**src/rtl/ssc_pkg.sv**
```systemverilog
// Shared encodings and constants for the spread spectrum divider modulator.
// Assumes LFSR widths are chosen from the set the tap function supports.
package ssc_pkg;

    typedef enum logic {
        SHAPE_TRI  = 1'b0,
        SHAPE_PRNG = 1'b1
    } shape_e;

    typedef enum logic {
        PLACE_CENTER = 1'b0,
        PLACE_DOWN   = 1'b1
    } place_e;

    // One depth step is one part in this many of the nominal value.
    localparam int PERMILLE = 1000;

    // Feedback tap mask for a left-shifting Fibonacci LFSR of width w.
    function automatic logic [31:0] lfsr_taps(input int w);
        case (w)
            7:       return 32'h0000_0060;
            8:       return 32'h0000_00B8;
            10:      return 32'h0000_0240;
            12:      return 32'h0000_0829;
            16:      return 32'h0000_D008;
            20:      return 32'h0009_0000;
            24:      return 32'h00E1_0000;
            default: return 32'h0000_00B8;
        endcase
    endfunction

endpackage

```
**src/rtl/ssc_bounds.sv**
```systemverilog
// Computes the modulation window from the nominal divide word and depth code.
// Pure combinational logic; the caller captures the results.
// Assumes nominal * (1 + 31/1000) still fits in W bits.
module ssc_bounds #(
    parameter int W        = 36,
    parameter int SPREAD_W = 5
) (
    input  logic [W-1:0]        nom,
    input  logic [SPREAD_W-1:0] spread,
    input  ssc_pkg::place_e     place,
    output logic [W-1:0]        lo,
    output logic [W-1:0]        hi
);
    localparam int PW = W + SPREAD_W;
    localparam logic [PW-1:0] DENOM = PW'(ssc_pkg::PERMILLE);

    logic [PW-1:0] prod;
    logic [W-1:0]  dev;

    // Deviation in fraction LSBs, then the window for the chosen placement.
    always_comb begin
        prod = PW'(nom) * PW'(spread);
        dev  = W'(prod / DENOM);
        lo   = nom - dev;
        hi   = (place == ssc_pkg::PLACE_DOWN) ? nom : nom + dev;
    end

endmodule

```
**src/rtl/ssc_tick.sv**
```systemverilog
// Update-rate counter: asserts tick once every rate+1 clocks.
// A restart clears the count and suppresses the tick in that cycle.
module ssc_tick #(
    parameter int RATE_W = 16
) (
    input  logic              clk,
    input  logic              rst_n,
    input  logic              restart,
    input  logic [RATE_W-1:0] rate,
    output logic              tick
);
    logic [RATE_W-1:0] cnt;

    // Tick when the count has reached the live rate setting.
    always_comb tick = (cnt >= rate) && !restart;

    // Count clocks between ticks.
    always_ff @(posedge clk) begin
        if (!rst_n) begin
            cnt <= '0;
        end else if (restart || tick) begin
            cnt <= '0;
        end else begin
            cnt <= cnt + 1'b1;
        end
    end

endmodule

```
**src/rtl/ssc_tri.sv**
```systemverilog
// Triangle sweep between lo and hi with a step derived from the span.
// Assumes lo <= hi and that load places the value inside the window.
module ssc_tri #(
    parameter int W          = 36,
    parameter int STEP_SHIFT = 4
) (
    input  logic         clk,
    input  logic         rst_n,
    input  logic         load,
    input  logic [W-1:0] load_val,
    input  logic         adv,
    input  logic [W-1:0] lo,
    input  logic [W-1:0] hi,
    output logic [W-1:0] cur
);
    logic [W-1:0] span;
    logic [W-1:0] raw;
    logic [W-1:0] step;
    logic         up;

    // Step size: span scaled down, never below one LSB.
    always_comb begin
        span = hi - lo;
        raw  = span >> STEP_SHIFT;
        step = (raw == '0) ? W'(1) : raw;
    end

    // Move one step per advance, clamping onto a bound and turning there.
    always_ff @(posedge clk) begin
        if (!rst_n) begin
            cur <= '0;
            up  <= 1'b1;
        end else if (load) begin
            cur <= load_val;
            up  <= 1'b1;
        end else if (adv) begin
            if (up) begin
                if ((hi - cur) <= step) begin
                    cur <= hi;
                    up  <= 1'b0;
                end else begin
                    cur <= cur + step;
                end
            end else begin
                if ((cur - lo) <= step) begin
                    cur <= lo;
                    up  <= 1'b1;
                end else begin
                    cur <= cur - step;
                end
            end
        end
    end

endmodule

```
**src/rtl/ssc_prng.sv**
```systemverilog
// Pseudo-random walk: a maximal-length LFSR scaled into [lo, hi).
// The LFSR runs only on advances and is not reseeded by load.
module ssc_prng #(
    parameter int W      = 36,
    parameter int LFSR_W = 16
) (
    input  logic         clk,
    input  logic         rst_n,
    input  logic         load,
    input  logic [W-1:0] load_val,
    input  logic         adv,
    input  logic [W-1:0] lo,
    input  logic [W-1:0] hi,
    output logic [W-1:0] val
);
    localparam int MW = W + LFSR_W;
    localparam logic [LFSR_W-1:0] TAPS = LFSR_W'(ssc_pkg::lfsr_taps(LFSR_W));

    logic [LFSR_W-1:0] lfsr;
    logic [LFSR_W-1:0] nxt;
    logic [MW-1:0]     prod;
    logic [W-1:0]      scaled;

    // Next LFSR state and its scaling onto the window span.
    always_comb begin
        nxt    = {lfsr[LFSR_W-2:0], ^(lfsr & TAPS)};
        prod   = MW'(hi - lo) * MW'(nxt);
        scaled = prod[MW-1:LFSR_W];
    end

    // Hold the LFSR state and the scaled output value.
    always_ff @(posedge clk) begin
        if (!rst_n) begin
            lfsr <= LFSR_W'(1);
            val  <= '0;
        end else if (load) begin
            val  <= load_val;
        end else if (adv) begin
            lfsr <= nxt;
            val  <= lo + scaled;
        end
    end

endmodule

```
**src/rtl/ssc_divmod.sv**
```systemverilog
// Spread spectrum divider modulator top.
// Captures the nominal word, depth, placement and shape when the enable rises.
// Produces a modulated 12.24 divide word with a strobe on every update.
// When disabled, the nominal input passes straight to the output.
module ssc_divmod #(
    parameter int INT_W      = 12,
    parameter int FRAC_W     = 24,
    parameter int SPREAD_W   = 5,
    parameter int RATE_W     = 16,
    parameter int STEP_SHIFT = 4,
    parameter int LFSR_W     = 16
) (
    input  logic                clk,
    input  logic                rst_n,
    input  logic                en,
    input  logic [INT_W-1:0]    nom_int,
    input  logic [FRAC_W-1:0]   nom_frac,
    input  logic [SPREAD_W-1:0] spread,
    input  logic                down_mode,
    input  logic                shape_prng,
    input  logic [RATE_W-1:0]   rate,
    output logic [INT_W-1:0]    div_int,
    output logic [FRAC_W-1:0]   div_frac,
    output logic                div_valid
);
    import ssc_pkg::*;

    localparam int W = INT_W + FRAC_W;

    logic [W-1:0] nom_c;
    logic [W-1:0] lo_c, hi_c;
    logic [W-1:0] lo_q, hi_q;
    logic [W-1:0] tri_v, rnd_v, mod_v;
    logic         en_q, rise, tick, adv, valid_q;
    place_e       place_c;
    shape_e       shape_q;

    // Input decode and enable edge detect.
    always_comb begin
        nom_c   = {nom_int, nom_frac};
        place_c = down_mode ? PLACE_DOWN : PLACE_CENTER;
        rise    = en && !en_q;
        adv     = tick && en_q;
    end

    ssc_bounds #(.W(W), .SPREAD_W(SPREAD_W)) i_bounds (
        .nom    (nom_c),
        .spread (spread),
        .place  (place_c),
        .lo     (lo_c),
        .hi     (hi_c)
    );

    ssc_tick #(.RATE_W(RATE_W)) i_tick (
        .clk     (clk),
        .rst_n   (rst_n),
        .restart (rise),
        .rate    (rate),
        .tick    (tick)
    );

    ssc_tri #(.W(W), .STEP_SHIFT(STEP_SHIFT)) i_tri (
        .clk      (clk),
        .rst_n    (rst_n),
        .load     (rise),
        .load_val (lo_c),
        .adv      (adv),
        .lo       (lo_q),
        .hi       (hi_q),
        .cur      (tri_v)
    );

    ssc_prng #(.W(W), .LFSR_W(LFSR_W)) i_prng (
        .clk      (clk),
        .rst_n    (rst_n),
        .load     (rise),
        .load_val (lo_c),
        .adv      (adv),
        .lo       (lo_q),
        .hi       (hi_q),
        .val      (rnd_v)
    );

    // Enable tracking, update strobe, and settings capture on enable rise.
    always_ff @(posedge clk) begin
        if (!rst_n) begin
            en_q    <= 1'b0;
            valid_q <= 1'b0;
            lo_q    <= '0;
            hi_q    <= '0;
            shape_q <= SHAPE_TRI;
        end else begin
            en_q    <= en;
            valid_q <= tick;
            if (rise) begin
                lo_q    <= lo_c;
                hi_q    <= hi_c;
                shape_q <= shape_prng ? SHAPE_PRNG : SHAPE_TRI;
            end
        end
    end

    // Output select: modulated value when active, nominal otherwise.
    always_comb begin
        mod_v     = (shape_q == SHAPE_PRNG) ? rnd_v : tri_v;
        {div_int, div_frac} = en_q ? mod_v : nom_c;
        div_valid = valid_q;
    end

endmodule

```
**config.mk**
```make
export PLATFORM = sky130hd
export DESIGN_NAME = ssc_divmod
export DESIGN_NICKNAME = d
export VERILOG_FILES = /design/src/rtl/ssc_pkg.sv /design/src/rtl/ssc_bounds.sv /design/src/rtl/ssc_tick.sv /design/src/rtl/ssc_tri.sv /design/src/rtl/ssc_prng.sv /design/src/rtl/ssc_divmod.sv
export SDC_FILE = /design/constraint.sdc
export NUM_CORES = 2
export LEC_CHECK = 0
export BUFFER_PORTS_ARGS = -buffer_cell sky130_fd_sc_hd__buf_2
export CAP_MARGIN = 10
export CORE_UTILIZATION = 65
export DETAILED_ROUTE_END_ITERATION = 10
export GPL_TIMING_DRIVEN = 0
export PLACE_DENSITY = 0.84
export SETUP_SLACK_MARGIN = 0.1
export SLEW_MARGIN = 10
export SYNTH_ARGS = -nofsm -noshare
export SYNTH_HDL_FRONTEND = slang
export SYNTH_SLANG_ARGS = --single-unit
```
**constraint.sdc**
```tcl
create_clock -name clk -period 75.8 [get_ports clk]
set_clock_uncertainty 0.15 [all_clocks]
set_input_delay 7.58 -clock clk [delete_from_list [all_inputs] [get_ports clk]]
set_output_delay 7.58 -clock clk [all_outputs]
set_load 0.01 [all_outputs]
```
==> reports/metrics.cfg <==
[clock_tree]
clkTransAtPathRegs_ns = 0.08
cts.root.buffer_cell = clkbuf_16
cts.sinks = 180
clockBufferDepth = 2
cts_tree = built
hold_buffers = 0
insertion_delay_ns = 0.48
cts_resized = 0
post-cts-setup-buffer-count = 0
h-tree-depth = 4
numCtsBuffers = 17

[floorplan]
rows = 105
dieArea_um2 = 85200
core_area_um2 = 82600
initial_core_util_pct = 66.1
fp.dieW_um = 292
fp.dieH_um = 292
ioPinCount = 99

[worst_setup_path]
cp_data_required_time_ns = 75.97
critical-path-slowest-cell = o31ai_1
cp_max_fo = 10
path_buf_inv = 13
worstSetupEndpointType = register
worst-setup-path-type = in -> reg
cpMostUsedCell = nor2_1
worst_setup_path_start_kind = primary input
crit_family = compound AO/OA/AOI/OAI gates
slowest_delay_ns = 0.93
cp.arrival_ns = 46.38

[routing]
drcViolationCount = 0
drt_pass1_iterations = 6
drt-total-wl_um = 194000
vias_per_cell = 6.47
wire_per_inst_um = 23.7
drt-initial-drc-count = 5513
vias = 52818
postRouteAntennaNets = 0

[timing]
slew_violations = 0
setup_viol = 0
rsz0062_at_grt = no
layout_min_cycle_time_ns = 46.21
fin_crit_sh_pct = 61.0
fmax_mhz = 21.6
final-hold-violation-count = 0
slew_headroom_pct = 4.24
worstMarginPinSlew_ns = 1.42
tns_ns = 0

[logic_synthesis]
synth.area.top_cells = fa_1 (24%), ha_1 (11%), dfxtp_1 (6.6%)
netlist.area_leader.share_pct = 24.2
yosysWarnings = 0
syn_inst = 6951
async_flop_share_pct = 0
yosys_register_bits = 180
muxShareOfSynthArea_pct = 2.17
synth-edff-count = 0
synthAdderAreaFrac_pct = 35.3
synth_fp_nets = 8154
synthTopCellsByCount = nand2_1 (836), inv_1 (834), fa_1 (659)
yosysSeqAreaShare_pct = 6.60
yosys.area.top_type = fa_1
synth_compound_area_share_pct = 22.8
synth_top_family_by_area = adder cells
ys_types = 146
avgSynthCellArea_um2 = 7.86
synth_area_um2 = 54600
yosysMostFrequentCell = nand2_1
synth-xor-area-share_pct = 6.33
synthSimpleGateAreaFrac_pct = 18.7
synth_flop_cell = dfxtp_1

[grt]
grt_pass1_wl_um = 297000
antenna_found_initial = 27
grt_max_degree = 18
grt-ovfl-total = 0
grtUsageTotal_pct = 45.2
grt_pass1_vias = 52174

[placement]
routabilityCongestion = 1.12
hpwlAfterDp_um = 160000
port-buffer-count = 95

[cells_and_area]
drive_gt1_share_pct = 5.23
syn_to_final_growth_pct = 4.69
final_nets = 8270

[hold_path]
min_path_type = reg -> reg

[run_status]
status = completed

[run]
drv_cap = 0

==> through the flow <==
stage / cells / hold WS (ns) / cell area (um2) / worst slack (ns) / utilization [%]
6_report: 8162 / 0.339 / 57200 / 29.59 / 69.2
5_1_grt: 8156 / 0.359 / 57200 / 27.00 / 69.2
4_1_cts: 8149 / 0.333 / 57100 / 30.53 / 69.1
3_5_place_dp: 8118 / 0.323 / 56500 / 30.19 / 68.4
3_3_place_gp: 8116 / 0.312 / 56400 / 30.47 / 68.3
2_1_floorplan: 6951 / 0.297 / 54600 / 37.81 / -
==> worst min-delay path: cells and delay by family (launching register included) <==
kind | cells | cell delay, ns
simple gates | 1 | 0.05
flops | 1 | 0.33
compound gates | 1 | 0.06
==> state kept, by name (all words and copies together), names as in the netlist <==
register	count
i_tri.up	1
en_q	1
hi_q	36
i_tri.cur	36
lo_q	36
shape_q	1
i_prng.lfsr	16
i_prng.val	36
i_tick.cnt	16
div_valid	1
==> path summary, 6_finish.rpt <==
path	slack (ns)	from	cells past startpoint	endpoint
hold / removal	0.34	i_prng.lfsr[15]	2	i_prng.lfsr[15]
setup / recovery	29.59	spread[3]	141	i_tri.cur[35]
hold reg to reg	0.34	i_prng.lfsr[15]	2	i_prng.lfsr[15]
setup reg to reg	57.13	lo_q[1]	74	i_prng.val[35]
==> cell usage in the layout (no fill, tap or decap), types with 129 or more instances in the layout <==
cell        n
a21oi_1   463
and2_1    329
buf_2     132
clkbuf_1  246
dfxtp_1   180
fa_1      659
ha_1      482
inv_1     834
nand2_1   836
nor2_1    484
nor3_1    129
o21ai_0   328
xnor2_1   226
xor2_1    144
==> area by class of cell <==
cell class                      count  area (um2)
Multi-Input combinational cell   5619       46600
Fill cell                        7043       25400
Sequential cell                   180        3600
Inverter                          853        3220
Tap cell                         1070        1340
Buffer                            299        1210
Timing Repair Buffer               97         494
Clock buffer                       17         425
Clock inverter                     14         216
Antenna cell                       13        32.5
==> cells by family after synthesis <==
logic type	after synthesis
adder cells (fa/ha/maj)	1145
flip-flops	180
AND/OR/NAND/NOR	2170
XOR/XNOR	386
multiplexers	113
AO/OA/AOI/OAI	1805
buffers and inverters	1152
==> routing by layer <==
| layer | track usage [%] | wire length, um |
|---|---|---|
| met1 | 53.6 | 71000 |
| met3 | 9.74 | 19200 |
| met5 | 0 | 143 |
| met4 | 33.3 | 17200 |
| met2 | 72.4 | 86000 |
Power is not shown: default switching activity piles up to over one toggle a cycle in this logic, so the estimate is an artifact.
